==> config.mk <==
export PLATFORM = sky130hd
export DESIGN_NAME = eth_led_ctrl
export DESIGN_NICKNAME = d
export VERILOG_FILES = /design/src/rtl/eth_led_pkg.sv /design/src/rtl/eth_led_regs.sv /design/src/rtl/eth_led_rule.sv /design/src/rtl/eth_led_blink.sv /design/src/rtl/eth_led_ctrl.sv
export SDC_FILE = /design/constraint.sdc
export NUM_CORES = 1
export LEC_CHECK = 0
export ABC_AREA = 1
export BUFFER_PORTS_ARGS = -buffer_cell sky130_fd_sc_hd__buf_4
export CAP_MARGIN = 20
export CORE_MARGIN = 2
export CORE_UTILIZATION = 45
export DETAILED_ROUTE_END_ITERATION = 7
export GPL_TIMING_DRIVEN = 0
export PLACE_DENSITY = 0.63
export SLEW_MARGIN = 20
export SYNTH_ARGS = -nofsm -noshare
export SYNTH_HDL_FRONTEND = slang
export SYNTH_SLANG_ARGS = --single-unit
==> constraint.sdc <==
create_clock -name clk -period 2.4 [get_ports clk]
set_input_delay 0.36 -clock clk [delete_from_list [all_inputs] [get_ports clk]]
set_output_delay 0.36 -clock clk [all_outputs]
set_load 0.03 [all_outputs]
==> src/rtl/eth_led_pkg.sv <==
package eth_led_pkg;

    localparam int REG_W      = 16;
    localparam int NUM_SPEEDS = 3;

    // Speed codes on the link_speed input
    typedef enum logic [1:0] {
        SPD_100  = 2'd0,
        SPD_1000 = 2'd1,
        SPD_2500 = 2'd2,
        SPD_NONE = 2'd3
    } speed_e;

    // Steady word bit positions
    localparam int ST_L1000 = 0;
    localparam int ST_L100  = 1;
    localparam int ST_FORCE = 6;
    localparam int ST_L2500 = 8;
    localparam int ST_POL   = 14;
    localparam int ST_EN    = 15;

    // Activity word bit positions
    localparam int AC_1000TX = 0;
    localparam int AC_1000RX = 1;
    localparam int AC_100TX  = 2;
    localparam int AC_100RX  = 3;
    localparam int AC_FORCE  = 9;
    localparam int AC_2500TX = 10;
    localparam int AC_2500RX = 11;

    // Control word bit positions
    localparam int CT_MODE_LO = 0;
    localparam int CT_MODE_HI = 1;
    localparam int CT_CLKEN   = 3;
    localparam int CT_EXT     = 15;

    typedef struct packed {
        logic en;
        logic pol;
        logic force_on;
        logic l2500;
        logic l1000;
        logic l100;
    } steady_cfg_t;

    // tx/rx vectors indexed by speed: 0 = 100, 1 = 1000, 2 = 2500
    typedef struct packed {
        logic                  force_blink;
        logic [NUM_SPEEDS-1:0] tx;
        logic [NUM_SPEEDS-1:0] rx;
    } act_cfg_t;

    function automatic steady_cfg_t decode_steady(input logic [REG_W-1:0] w);
        steady_cfg_t c;
        c.en       = w[ST_EN];
        c.pol      = w[ST_POL];
        c.force_on = w[ST_FORCE];
        c.l2500    = w[ST_L2500];
        c.l1000    = w[ST_L1000];
        c.l100     = w[ST_L100];
        return c;
    endfunction

    function automatic act_cfg_t decode_act(input logic [REG_W-1:0] w);
        act_cfg_t c;
        c.force_blink = w[AC_FORCE];
        c.tx          = {w[AC_2500TX], w[AC_1000TX], w[AC_100TX]};
        c.rx          = {w[AC_2500RX], w[AC_1000RX], w[AC_100RX]};
        return c;
    endfunction

    // Default steady rules: LED0 any speed, LED1 2500/1000, LED2 2500/100
    function automatic logic [REG_W-1:0] default_steady(input int idx);
        logic [REG_W-1:0] w;
        w = '0;
        if (idx < 3) begin
            w[ST_EN]    = 1'b1;
            w[ST_POL]   = 1'b1;
            w[ST_L2500] = 1'b1;
            w[ST_L1000] = (idx != 2);
            w[ST_L100]  = (idx != 1);
        end
        return w;
    endfunction

    function automatic logic [REG_W-1:0] default_act(input int idx);
        logic [REG_W-1:0] w;
        w = '0;
        if (idx == 1 || idx == 2) begin
            w[AC_2500TX] = 1'b1;
            w[AC_2500RX] = 1'b1;
        end
        if (idx == 1) begin
            w[AC_1000TX] = 1'b1;
            w[AC_1000RX] = 1'b1;
        end
        if (idx == 2) begin
            w[AC_100TX] = 1'b1;
            w[AC_100RX] = 1'b1;
        end
        return w;
    endfunction

endpackage

==> src/rtl/eth_led_regs.sv <==
module eth_led_regs
    import eth_led_pkg::*;
#(
    parameter int          NUM_LEDS  = 3,
    parameter int          ADDR_W    = 4,
    parameter int          DUR_W     = 16,
    parameter int unsigned RST_BLINK = 1562,
    parameter int unsigned RST_ON    = 781
) (
    input  logic                           clk,
    input  logic                           rst_n,
    input  logic                           we,
    input  logic [ADDR_W-1:0]              addr,
    input  logic [REG_W-1:0]               wdata,
    output logic                           live_o,
    output logic                           clk_en_o,
    output logic [DUR_W-1:0]               blink_dur_o,
    output logic [DUR_W-1:0]               on_dur_o,
    output steady_cfg_t [NUM_LEDS-1:0]     steady_o,
    output act_cfg_t    [NUM_LEDS-1:0]     act_o
);

    localparam int ADDR_CTRL  = 0;
    localparam int ADDR_BLINK = 1;
    localparam int ADDR_ON    = 2;
    localparam int LED_BASE   = 4;

    typedef struct packed {
        logic                          ext;
        logic                          clk_en;
        logic [1:0]                    mode;
        logic [DUR_W-1:0]              blink_dur;
        logic [DUR_W-1:0]              on_dur;
        steady_cfg_t [NUM_LEDS-1:0]    steady;
        act_cfg_t    [NUM_LEDS-1:0]    act;
    } regs_t;

    regs_t r_d, r_q;

    function automatic regs_t reset_value();
        regs_t v;
        v.ext       = 1'b1;
        v.clk_en    = 1'b1;
        v.mode      = 2'b01;
        v.blink_dur = DUR_W'(RST_BLINK);
        v.on_dur    = DUR_W'(RST_ON);
        for (int i = 0; i < NUM_LEDS; i++) begin
            v.steady[i] = decode_steady(default_steady(i));
            v.act[i]    = decode_act(default_act(i));
        end
        return v;
    endfunction

    always_comb begin
        r_d = r_q;
        if (we) begin
            if (addr == ADDR_W'(ADDR_CTRL)) begin
                r_d.ext    = wdata[CT_EXT];
                r_d.clk_en = wdata[CT_CLKEN];
                r_d.mode   = wdata[CT_MODE_HI:CT_MODE_LO];
            end
            if (addr == ADDR_W'(ADDR_BLINK)) begin
                r_d.blink_dur = wdata[DUR_W-1:0];
            end
            if (addr == ADDR_W'(ADDR_ON)) begin
                r_d.on_dur = wdata[DUR_W-1:0];
            end
            for (int i = 0; i < NUM_LEDS; i++) begin
                if (addr == ADDR_W'(LED_BASE + 2 * i)) begin
                    r_d.steady[i] = decode_steady(wdata);
                end
                if (addr == ADDR_W'(LED_BASE + 2 * i + 1)) begin
                    r_d.act[i] = decode_act(wdata);
                end
            end
        end
    end

    always_ff @(posedge clk or negedge rst_n) begin
        if (!rst_n) begin
            r_q <= reset_value();
        end else begin
            r_q <= r_d;
        end
    end

    assign live_o      = r_q.ext && (r_q.mode != 2'b00);
    assign clk_en_o    = r_q.clk_en;
    assign blink_dur_o = r_q.blink_dur;
    assign on_dur_o    = r_q.on_dur;
    assign steady_o    = r_q.steady;
    assign act_o       = r_q.act;

endmodule

==> src/rtl/eth_led_rule.sv <==
module eth_led_rule
    import eth_led_pkg::*;
(
    input  steady_cfg_t            steady_cfg,
    input  act_cfg_t               act_cfg,
    input  logic                   link_up,
    input  logic [1:0]             link_speed,
    input  logic [NUM_SPEEDS-1:0]  act_tx,
    input  logic [NUM_SPEEDS-1:0]  act_rx,
    output logic                   steady_o,
    output logic                   evt_o,
    output logic                   fblink_o
);

    logic link_match;
    logic has_rule;

    always_comb begin
        link_match = 1'b0;
        if (link_up) begin
            case (speed_e'(link_speed))
                SPD_100:  link_match = steady_cfg.l100;
                SPD_1000: link_match = steady_cfg.l1000;
                SPD_2500: link_match = steady_cfg.l2500;
                default:  link_match = 1'b0;
            endcase
        end
    end

    assign has_rule = steady_cfg.l100 | steady_cfg.l1000 | steady_cfg.l2500 |
                      (|act_cfg.tx) | (|act_cfg.rx);

    assign steady_o = link_match | (steady_cfg.force_on & ~has_rule);
    assign evt_o    = link_up & ((|(act_tx & act_cfg.tx)) | (|(act_rx & act_cfg.rx)));
    assign fblink_o = act_cfg.force_blink & ~has_rule;

endmodule

==> src/rtl/eth_led_blink.sv <==
module eth_led_blink #(
    parameter int DUR_W = 16
) (
    input  logic             clk,
    input  logic             rst_n,
    input  logic             tick_en,
    input  logic             evt,
    input  logic             fblink,
    input  logic [DUR_W-1:0] blink_dur,
    input  logic [DUR_W-1:0] on_dur,
    output logic             active_o,
    output logic             phase_on_o
);

    typedef struct packed {
        logic             active;
        logic             pend;
        logic [DUR_W-1:0] cnt;
    } tmr_t;

    tmr_t t_d, t_q;
    logic last_tick;

    // Period ends on the tick that brings the count to blink_dur (minimum one tick)
    assign last_tick = ({1'b0, t_q.cnt} + 1'b1) >= {1'b0, blink_dur};

    always_comb begin
        t_d = t_q;
        if (!t_q.active) begin
            if (evt || fblink) begin
                t_d.active = 1'b1;
                t_d.pend   = 1'b0;
                t_d.cnt    = '0;
            end
        end else if (tick_en) begin
            if (last_tick) begin
                t_d.cnt  = '0;
                t_d.pend = 1'b0;
                if (!(t_q.pend || evt || fblink)) begin
                    t_d.active = 1'b0;
                end
            end else begin
                t_d.cnt = t_q.cnt + 1'b1;
                if (evt) t_d.pend = 1'b1;
            end
        end else if (evt) begin
            t_d.pend = 1'b1;
        end
    end

    always_ff @(posedge clk or negedge rst_n) begin
        if (!rst_n) begin
            t_q <= '0;
        end else begin
            t_q <= t_d;
        end
    end

    assign active_o   = t_q.active;
    assign phase_on_o = t_q.active && (t_q.cnt < on_dur);

endmodule

==> src/rtl/eth_led_ctrl.sv <==
module eth_led_ctrl
    import eth_led_pkg::*;
#(
    parameter int          NUM_LEDS  = 3,
    parameter int          ADDR_W    = 4,
    parameter int          DUR_W     = 16,
    parameter int unsigned RST_BLINK = 1562,
    parameter int unsigned RST_ON    = 781
) (
    input  logic                  clk,
    input  logic                  rst_n,
    input  logic                  tick,
    input  logic                  link_up,
    input  logic [1:0]            link_speed,
    input  logic [NUM_SPEEDS-1:0] act_tx,
    input  logic [NUM_SPEEDS-1:0] act_rx,
    input  logic                  cfg_we,
    input  logic [ADDR_W-1:0]     cfg_addr,
    input  logic [REG_W-1:0]      cfg_wdata,
    output logic [NUM_LEDS-1:0]   led_o
);

    logic                        live;
    logic                        clk_en;
    logic                        tick_en;
    logic [DUR_W-1:0]            blink_dur;
    logic [DUR_W-1:0]            on_dur;
    steady_cfg_t [NUM_LEDS-1:0]  steady_cfg;
    act_cfg_t    [NUM_LEDS-1:0]  act_cfg;

    logic [NUM_LEDS-1:0] en_vec;
    logic [NUM_LEDS-1:0] pol_vec;
    logic [NUM_LEDS-1:0] steady_vec;
    logic [NUM_LEDS-1:0] evt_vec;
    logic [NUM_LEDS-1:0] fblink_vec;
    logic [NUM_LEDS-1:0] active_vec;
    logic [NUM_LEDS-1:0] phase_vec;
    logic [NUM_LEDS-1:0] led_d, led_q;

    eth_led_regs #(
        .NUM_LEDS  (NUM_LEDS),
        .ADDR_W    (ADDR_W),
        .DUR_W     (DUR_W),
        .RST_BLINK (RST_BLINK),
        .RST_ON    (RST_ON)
    ) u_regs (
        .clk         (clk),
        .rst_n       (rst_n),
        .we          (cfg_we),
        .addr        (cfg_addr),
        .wdata       (cfg_wdata),
        .live_o      (live),
        .clk_en_o    (clk_en),
        .blink_dur_o (blink_dur),
        .on_dur_o    (on_dur),
        .steady_o    (steady_cfg),
        .act_o       (act_cfg)
    );

    assign tick_en = tick & clk_en;

    for (genvar g = 0; g < NUM_LEDS; g++) begin : g_led
        assign en_vec[g]  = steady_cfg[g].en;
        assign pol_vec[g] = steady_cfg[g].pol;

        eth_led_rule u_rule (
            .steady_cfg (steady_cfg[g]),
            .act_cfg    (act_cfg[g]),
            .link_up    (link_up),
            .link_speed (link_speed),
            .act_tx     (act_tx),
            .act_rx     (act_rx),
            .steady_o   (steady_vec[g]),
            .evt_o      (evt_vec[g]),
            .fblink_o   (fblink_vec[g])
        );

        eth_led_blink #(
            .DUR_W (DUR_W)
        ) u_blink (
            .clk        (clk),
            .rst_n      (rst_n),
            .tick_en    (tick_en),
            .evt        (evt_vec[g]),
            .fblink     (fblink_vec[g]),
            .blink_dur  (blink_dur),
            .on_dur     (on_dur),
            .active_o   (active_vec[g]),
            .phase_on_o (phase_vec[g])
        );
    end

    always_comb begin
        led_d = '0;
        for (int i = 0; i < NUM_LEDS; i++) begin
            logic lit;
            lit = active_vec[i] ? phase_vec[i] : steady_vec[i];
            led_d[i] = (live && en_vec[i] && lit) ? pol_vec[i] : ~pol_vec[i];
        end
    end

    always_ff @(posedge clk or negedge rst_n) begin
        if (!rst_n) begin
            led_q <= '0;
        end else begin
            led_q <= led_d;
        end
    end

    assign led_o = led_q;

endmodule

==> results of run 1 <==
worst max-delay path, cell delays in order (launching register included):
cell,delay [ns]
dfrtp_1,0.41
ha_2,0.22
and3_4,0.24
nand2_4,0.08
nor2_4,0.11
xor2_1,0.18
inv_2,0.09
ha_4,0.29
nand2_4,0.06
nor2_4,0.13
inv_2,0.06
nor2_1,0.12
nor2_1,0.06
nand2_1,0.07
nand2_1,0.05
nand2_1,0.07
nand2_2,0.07
nand2_4,0.10
buf_12,0.12
buf_8,0.12
a21oi_2,0.05
through the flow:
stage                     cells  cell area, µm²
after floorplan            1177            8895
after global placement     1477            9489
after detailed placement   1478            9524
after CTS                  1585           11200
after global routing       1597           11490
final                      1597           11490
where the power goes:
| group | internal, mW | switching (mW) |
|---|---|---|
| sequential | 2.69 | 0.331 |
| clock | 1.57 | 1.17 |
| combinational | 1.20 | 1.79 |
| total | 5.46 | 3.29 |
logic make-up (layout without fill, tap and decap cells):
group	after synthesis	in the layout	synth area share (%)
and+or+nand+nor	565	565	27.09
adders and majority gates	96	96	13.59
xor gates and xnor gates	35	35	3.553
AOI/OAI and AO/OA	173	173	10.22
DFF	132	132	37.85
buffers and inverters	176	331	7.687
timing repair:
item,4_1_cts,5_1_grt
endpoints found under the setup margin,54,54
gates cloned,3,0
pin swaps,40,47
hold buffers,1,0
gates resized for setup,120,51
endpoints found under the hold margin,34,0
buffers inserted,73,14
final cells by class:
| type | instances | area (µm²) | share of cell area (%) |
|---|---|---|---|
| clock buffers | 18 | 429.2 | 3.734 |
| inverters | 154 | 580.6 | 5.051 |
| plain buffers | 22 | 118.9 | 1.034 |
| multi-input cells | 869 | 5487 | 47.73 |
| repair buffers | 123 | 1010 | 8.784 |
| clock inverters | 14 | 166.4 | 1.448 |
| flip-flops and latches | 132 | 3372 | 29.33 |
| well taps | 265 | 331.6 | 2.885 |
per-layer routing:
metal  up-vias  part of all wire, %
li1       4119                    -
met1      3996                   45
met2       267                   47
met3        59                  5.0
met4         0                  3.3
met5         -                    0
flip-flops by register name, indices dropped and copies added (netlist names):
signal                  flops
g_led.u_blink.active_o      3
g_led.u_blink.t_q          51
led_o                       3
u_regs.act_o               21
u_regs.blink_dur_o         16
u_regs.clk_en_o             1
u_regs.on_dur_o            16
u_regs.r_q                  3
u_regs.steady_o            18
final timing paths:
path / end / depth (start not counted) / from
max: g_led[2].u_blink.active_o$_DFF_PN0_ / 20 / g_led[2].u_blink.t_q[0]$_DFFE_PN0P_
min: u_regs.blink_dur_o[4]$_DFFE_PN1P_ / 3 / cfg_wdata[4]
max reg2reg: g_led[2].u_blink.active_o$_DFF_PN0_ / 20 / g_led[2].u_blink.t_q[0]$_DFFE_PN0P_
min reg2reg: u_regs.on_dur_o[15]$_DFFE_PN0P_ / 2 / u_regs.on_dur_o[15]$_DFFE_PN0P_
max in group asynchronous: g_led[1].u_blink.t_q[7]$_DFFE_PN0P_ / 3 / rst_n
min in group asynchronous: g_led[0].u_blink.t_q[4]$_DFFE_PN0P_ / 2 / rst_n
layout by cell type (no fill, tap or decap), types with 5 or more instances in the layout:
master | netlist | routed
nor2_1 | 65 | 54
o21ai_1 | 18 | 6
nand4_1 | 29 | 29
buf_4 | 2 | 112
o21ai_0 | 97 | 88
xor2_2 | 0 | 7
clkbuf_1 | 16 | 17
nand2_1 | 359 | 336
nand2_2 | 0 | 15
nand3_4 | 0 | 5
clkbuf_16 | 0 | 17
inv_2 | 6 | 13
inv_1 | 144 | 137
nand2_4 | 0 | 8
inv_6 | 0 | 5
xnor2_2 | 1 | 6
nand3_1 | 71 | 60
a21oi_2 | 1 | 6
nand3_2 | 4 | 10
a21oi_1 | 45 | 40
dfrtp_1 | 98 | 77
nor3_1 | 21 | 14
ha_1 | 96 | 85
xor2_1 | 26 | 19
ha_4 | 0 | 9
dfrtp_2 | 0 | 21
dfstp_2 | 34 | 34
nor2_2 | 2 | 5
o21ai_2 | 0 | 21
nor2_4 | 2 | 10
buf_6 | 1 | 8
==> flow_metrics.py, run 1 <==
metrics = {
    "finish": {
        "final_util_pct": 59.26,
        "final.fill_count": 1743,
        "area_growth_pct": 30.05,
        "num_antenna_cells": 0,
        "drive_gt1_share_pct": 26.20,
        "fin_nets": 1448,
    },
    "global_routing": {
        "grt_max_degree": 99,
        "overflow": 0,
        "grt_usage_pct": 27.68,
        "grt_pass1_wl_mm": 43.26,
        "antenna_found_initial": 0,
        "met3_usage_pct": 4.371,
        "first_global_vias": 8037,
        "use_met2_pct": 45.61,
        "top_usage_layer": "met2",
        "met1_usage_pct": 37.16,
    },
    "die": {
        "io_pins": 36,
        "coreArea_um2": 19400,
        "fp.dieW_um": 144.1,
        "die_h_um": 144.1,
        "dieArea_um2": 20780,
        "rows": 51,
        "start_util_pct": 45.56,
    },
    "clock_tree": {
        "insertion_delay_ns": 0.43,
        "cts_tree": "built",
        "root_buffer": "clkbuf_16",
        "cts_max_level": 4,
        "cts_buffer_depth": 2,
        "cts_sinks": 132,
        "cts_made_buffers": 17,
        "clk_pin_slew_ns": 0.07,
    },
    "synthesis": {
        "syn_inst": 1177,
        "yosysMostFrequentCell": "nand2_1",
        "avgSynthCellArea_um2": 7.509,
        "synth_cell_types": 39,
        "synth_flop_cell": "dfrtp_1",
        "ys_seq_area_share_pct": 37.85,
        "synth-edff-count": 0,
        "yosys.area.top_type_share_pct": 27.75,
        "syn-cell-area_um2": 8838,
        "async_reset_ff_share_pct": 100.0,
        "synth.yosys.warnings": 0,
        "synthTopCellsByArea": "dfrtp_1 28%, nand2_1 15%, ha_1 14%",
        "ys_top_cells_by_count": "359 x nand2_1, 144 x inv_1, 98 x dfrtp_1, 97 x o21ai_0, 96 x ha_1",
        "ys_ff_latch": 132,
        "synth_nets": 1306,
        "synth_top_area_cell": "dfrtp_1",
    },
    "timing": {
        "tightest_slew_ns": 0.7720,
        "finalSetupViolCount": 54,
        "timing.fmax_ghz": 0.3536,
        "fin_crit_sh_pct": 117.8,
        "fin_ws_ns": -0.4279,
        "relSlewSlack_pct": 48.34,
        "timing.setup.tns_ns": -18.05,
        "finalHoldViolCount": 0,
        "fin_crit_ns": 2.828,
        "rsz0062_at_grt": "yes",
        "slew_viol_final": 0,
        "fin_hold_ws_ns": 0.1960,
        "finalClockSkew_ns": 0.01895,
    },
    "pwr": {
        "vdd_ir_drop_max_mv": 0.6126,
        "finalPower_mw": 8.751,
        "pwr_density_cell_nw_per_um2": 761.3,
        "leakage_nw": 5.951,
    },
    "detailed_routing": {
        "drt-total-wl_mm": 27.70,
        "route.detailed.drc": 0,
        "drtIter0Drc": 746,
        "viasPerCell": 5.286,
        "wl_per_cell_um": 17.34,
        "vias": 8441,
        "first_pass_iters": 5,
        "ant_nets": 0,
    },
    "critical_path": {
        "critPathMaxFanout": 5,
        "crit_arrival_ns": 3.14,
        "crit_type": "reg -> reg",
        "critPathRequiredTime_ns": 2.71,
        "startpoint_type": "register",
        "critPathCaptureType": "register",
        "reg2reg_setup_slack_ns": -0.43,
    },
    "placed_design": {
        "dp_hpwl_mm": 18.46,
        "place_ws_ns": -0.5869,
        "portBuffers": 35,
        "gp_congestion": 0.9036,
    },
    "run_status": {
        "violations": "negative setup slack",
        "status": "complete, but fails checks",
    },
    "job": {
        "max_cap_violations": 0,
    },
    "hold_path": {
        "hold_class": "in -> reg",
    },
}
No activity file was read; power rests on OpenSTA's default activity.
==> run 2: changes to the inputs <==
Clock period 2.4 ns to 2.45 ns, I/O delays scaled along.
==> flow_metrics.py, run 2 (synthesis gave the netlist of run 1 again) <==
metrics = {
    "die": {
        "die_h_um": 144.1,
        "rows": 51,
        "dieArea_um2": 20780,
        "start_util_pct": 45.56,
        "fp.dieW_um": 144.1,
        "coreArea_um2": 19400,
        "io_pins": 36,
    },
    "critical_path": {
        "startpoint_type": "register",
        "cp_cell_sequence": "ha_2 > and3_4 > nand2_4 > nor2_4 > xor2_1 > inv_2 > ha_4 > nand2_4 > nor2_4 > inv_2 > nor2_1 > nor2_1 > nand2_1 > nand2_1 > nand2_1 > nand2_2 > nand2_4 > buf_12 > buf_8 > a21oi_2",
        "critPathMaxFanout": 5,
        "crit_buf_inv": 4,
        "crit_type": "reg -> reg",
        "critPathCaptureType": "register",
        "critPathRequiredTime_ns": 2.76,
        "crit_arrival_ns": 3.14,
        "crit_slowest_cell": "dfrtp_1",
        "cp_slowest_stage_delay_ns": 0.42,
        "crit_family": "simple AND/OR/NAND/NOR gates",
    },
    "detailed_routing": {
        "viasPerCell": 5.320,
        "drt-total-wl_mm": 27.86,
        "drtIter0Drc": 703,
        "vias": 8506,
        "wl_per_cell_um": 17.42,
        "ant_nets": 0,
        "first_pass_iters": 6,
        "route.detailed.drc": 0,
    },
    "placed_design": {
        "gp_congestion": 0.9036,
        "portBuffers": 35,
        "place_ws_ns": -0.5369,
        "placed_area_um2": 9524,
        "dp_hpwl_mm": 18.46,
    },
    "timing": {
        "tightest_slew_ns": 0.7664,
        "finalSetupViolCount": 54,
        "finalHoldViolCount": 0,
        "fin_crit_ns": 2.830,
        "relSlewSlack_pct": 48.72,
        "finalClockSkew_ns": 0.01763,
        "fin_ws_ns": -0.3798,
        "timing.setup.tns_ns": -14.33,
        "timing.fmax_ghz": 0.3534,
        "rsz0062_at_grt": "yes",
        "slew_viol_final": 0,
        "fin_crit_sh_pct": 115.5,
    },
    "clock_tree": {
        "cts_made_buffers": 17,
        "cts_tree": "built",
        "cts_buffer_depth": 2,
        "cts_sinks": 132,
        "root_buffer": "clkbuf_16",
        "insertion_delay_ns": 0.43,
        "clk_pin_slew_ns": 0.07,
        "cts_max_level": 4,
    },
    "finish": {
        "largest-register": "g_led.u_blink.t_q",
        "num_antenna_cells": 0,
        "largest_register_ffs": 51,
        "design_area_um2": 11580,
        "fin_nets": 1450,
        "final_util_pct": 59.67,
        "multi_input_area_um2": 5553,
        "area_growth_pct": 30.97,
        "layout_commonest_cell": "nand2_1",
        "final_cell_mix": "335 x nand2_1, 137 x inv_1, 114 x buf_4",
        "regArea_um2": 3372,
        "final.fill_count": 1729,
        "drive_gt1_share_pct": 26.91,
    },
    "global_routing": {
        "first_global_vias": 8064,
        "grt_pass1_wl_mm": 43.10,
        "antenna_found_initial": 0,
        "overflow": 0,
        "grt_max_degree": 99,
        "grt_usage_pct": 27.59,
    },
    "run_status": {
        "violations": "negative setup slack",
        "status": "complete, but fails checks",
    },
    "pwr": {
        "vdd_ir_drop_max_mv": 0.5977,
        "pwr_density_cell_nw_per_um2": 740.8,
        "leakage_nw": 5.966,
    },
    "hold_path": {
        "hold_class": "in -> reg",
    },
    "job": {
        "max_cap_violations": 0,
    },
}
run 2: changes by cell type in the layout (fill, tap and decap cells not counted), sizes merged:
cell  change
buf       +2
run 2: stage by stage:
step | total power, mW | hold slack [ns] | cells
CTS | 8.350 | 0.2078 | 1586
finish | 8.576 | 0.1996 | 1599
detailed placement | 5.250 | 0.2581 | 1478
global placement | 5.169 | 0.4640 | 1477
global route | 9.100 | 0.2082 | 1599
floorplan | 4.492 | 0.07191 | 1177
run 2: worst reg2reg max path, cell delays in order (launching register included):
cell and delay (ns):
dfrtp_1 0.42, ha_2 0.22, and3_4 0.24, nand2_4 0.08
nor2_4 0.11, xor2_1 0.18, inv_2 0.09, ha_4 0.29
nand2_4 0.06, nor2_4 0.13, inv_2 0.06, nor2_1 0.12
nor2_1 0.06, nand2_1 0.07, nand2_1 0.05, nand2_1 0.07
nand2_2 0.07, nand2_4 0.10, buf_12 0.12, buf_8 0.12
a21oi_2 0.06
run 2: where the power goes:
group,leakage (nW),switching (mW),internal [mW]
logic,4.09,1.76,1.18
clock network,0.288,1.14,1.54
registers,1.59,0.322,2.64
run 2: area by class of cell:
| class | count | area share [%] |
|---|---|---|
| Clock inverter | 14 | 1.438 |
| Inverter | 154 | 5.015 |
| Buffer | 22 | 1.027 |
| Timing Repair Buffer | 125 | 8.852 |
| Clock buffer | 18 | 3.707 |
| Multi-Input combinational cell | 869 | 47.97 |
| Sequential cell | 132 | 29.13 |
| Tap cell | 265 | 2.864 |
run 2: routing by layer:
metal / wire length (µm) / vias up / global-route usage (%)
met2: 13200 / 274 / 45.21
met5: 0 / - / 0
li1: - / 4128 / -
met3: 1318 / 62 / 4.437
met4: 907 / 0 / 10.12
met1: 12430 / 4042 / 36.99
run 2: path summary, 6_finish.rpt:
path                                                      from                                  end  slack (ns)  cells after the start
setup / recovery           g_led[2].u_blink.t_q[0]$_DFFE_PN0P_  g_led[2].u_blink.active_o$_DFF_PN0_       -0.38                     20
hold / removal                                    cfg_wdata[4]    u_regs.blink_dur_o[4]$_DFFE_PN1P_        0.20                      3
setup reg to reg           g_led[2].u_blink.t_q[0]$_DFFE_PN0P_  g_led[2].u_blink.active_o$_DFF_PN0_       -0.38                     20
hold reg to reg              u_regs.blink_dur_o[2]$_DFFE_PN0P_    u_regs.blink_dur_o[2]$_DFFE_PN0P_        0.49                      2
max in group asynchronous                                rst_n  g_led[1].u_blink.t_q[7]$_DFFE_PN0P_        1.24                      3
min in group asynchronous                                rst_n  g_led[0].u_blink.t_q[4]$_DFFE_PN0P_        0.40                      2
run 2: repair_timing:
item                                    CTS  global route
setup buffers                            74            15
gates resized for setup                 118            62
endpoints found under the setup margin   54            54
hold endpoints to repair                 34             0
hold buffers                              1             0
pin swaps                                41            50
cloned                                    3             0
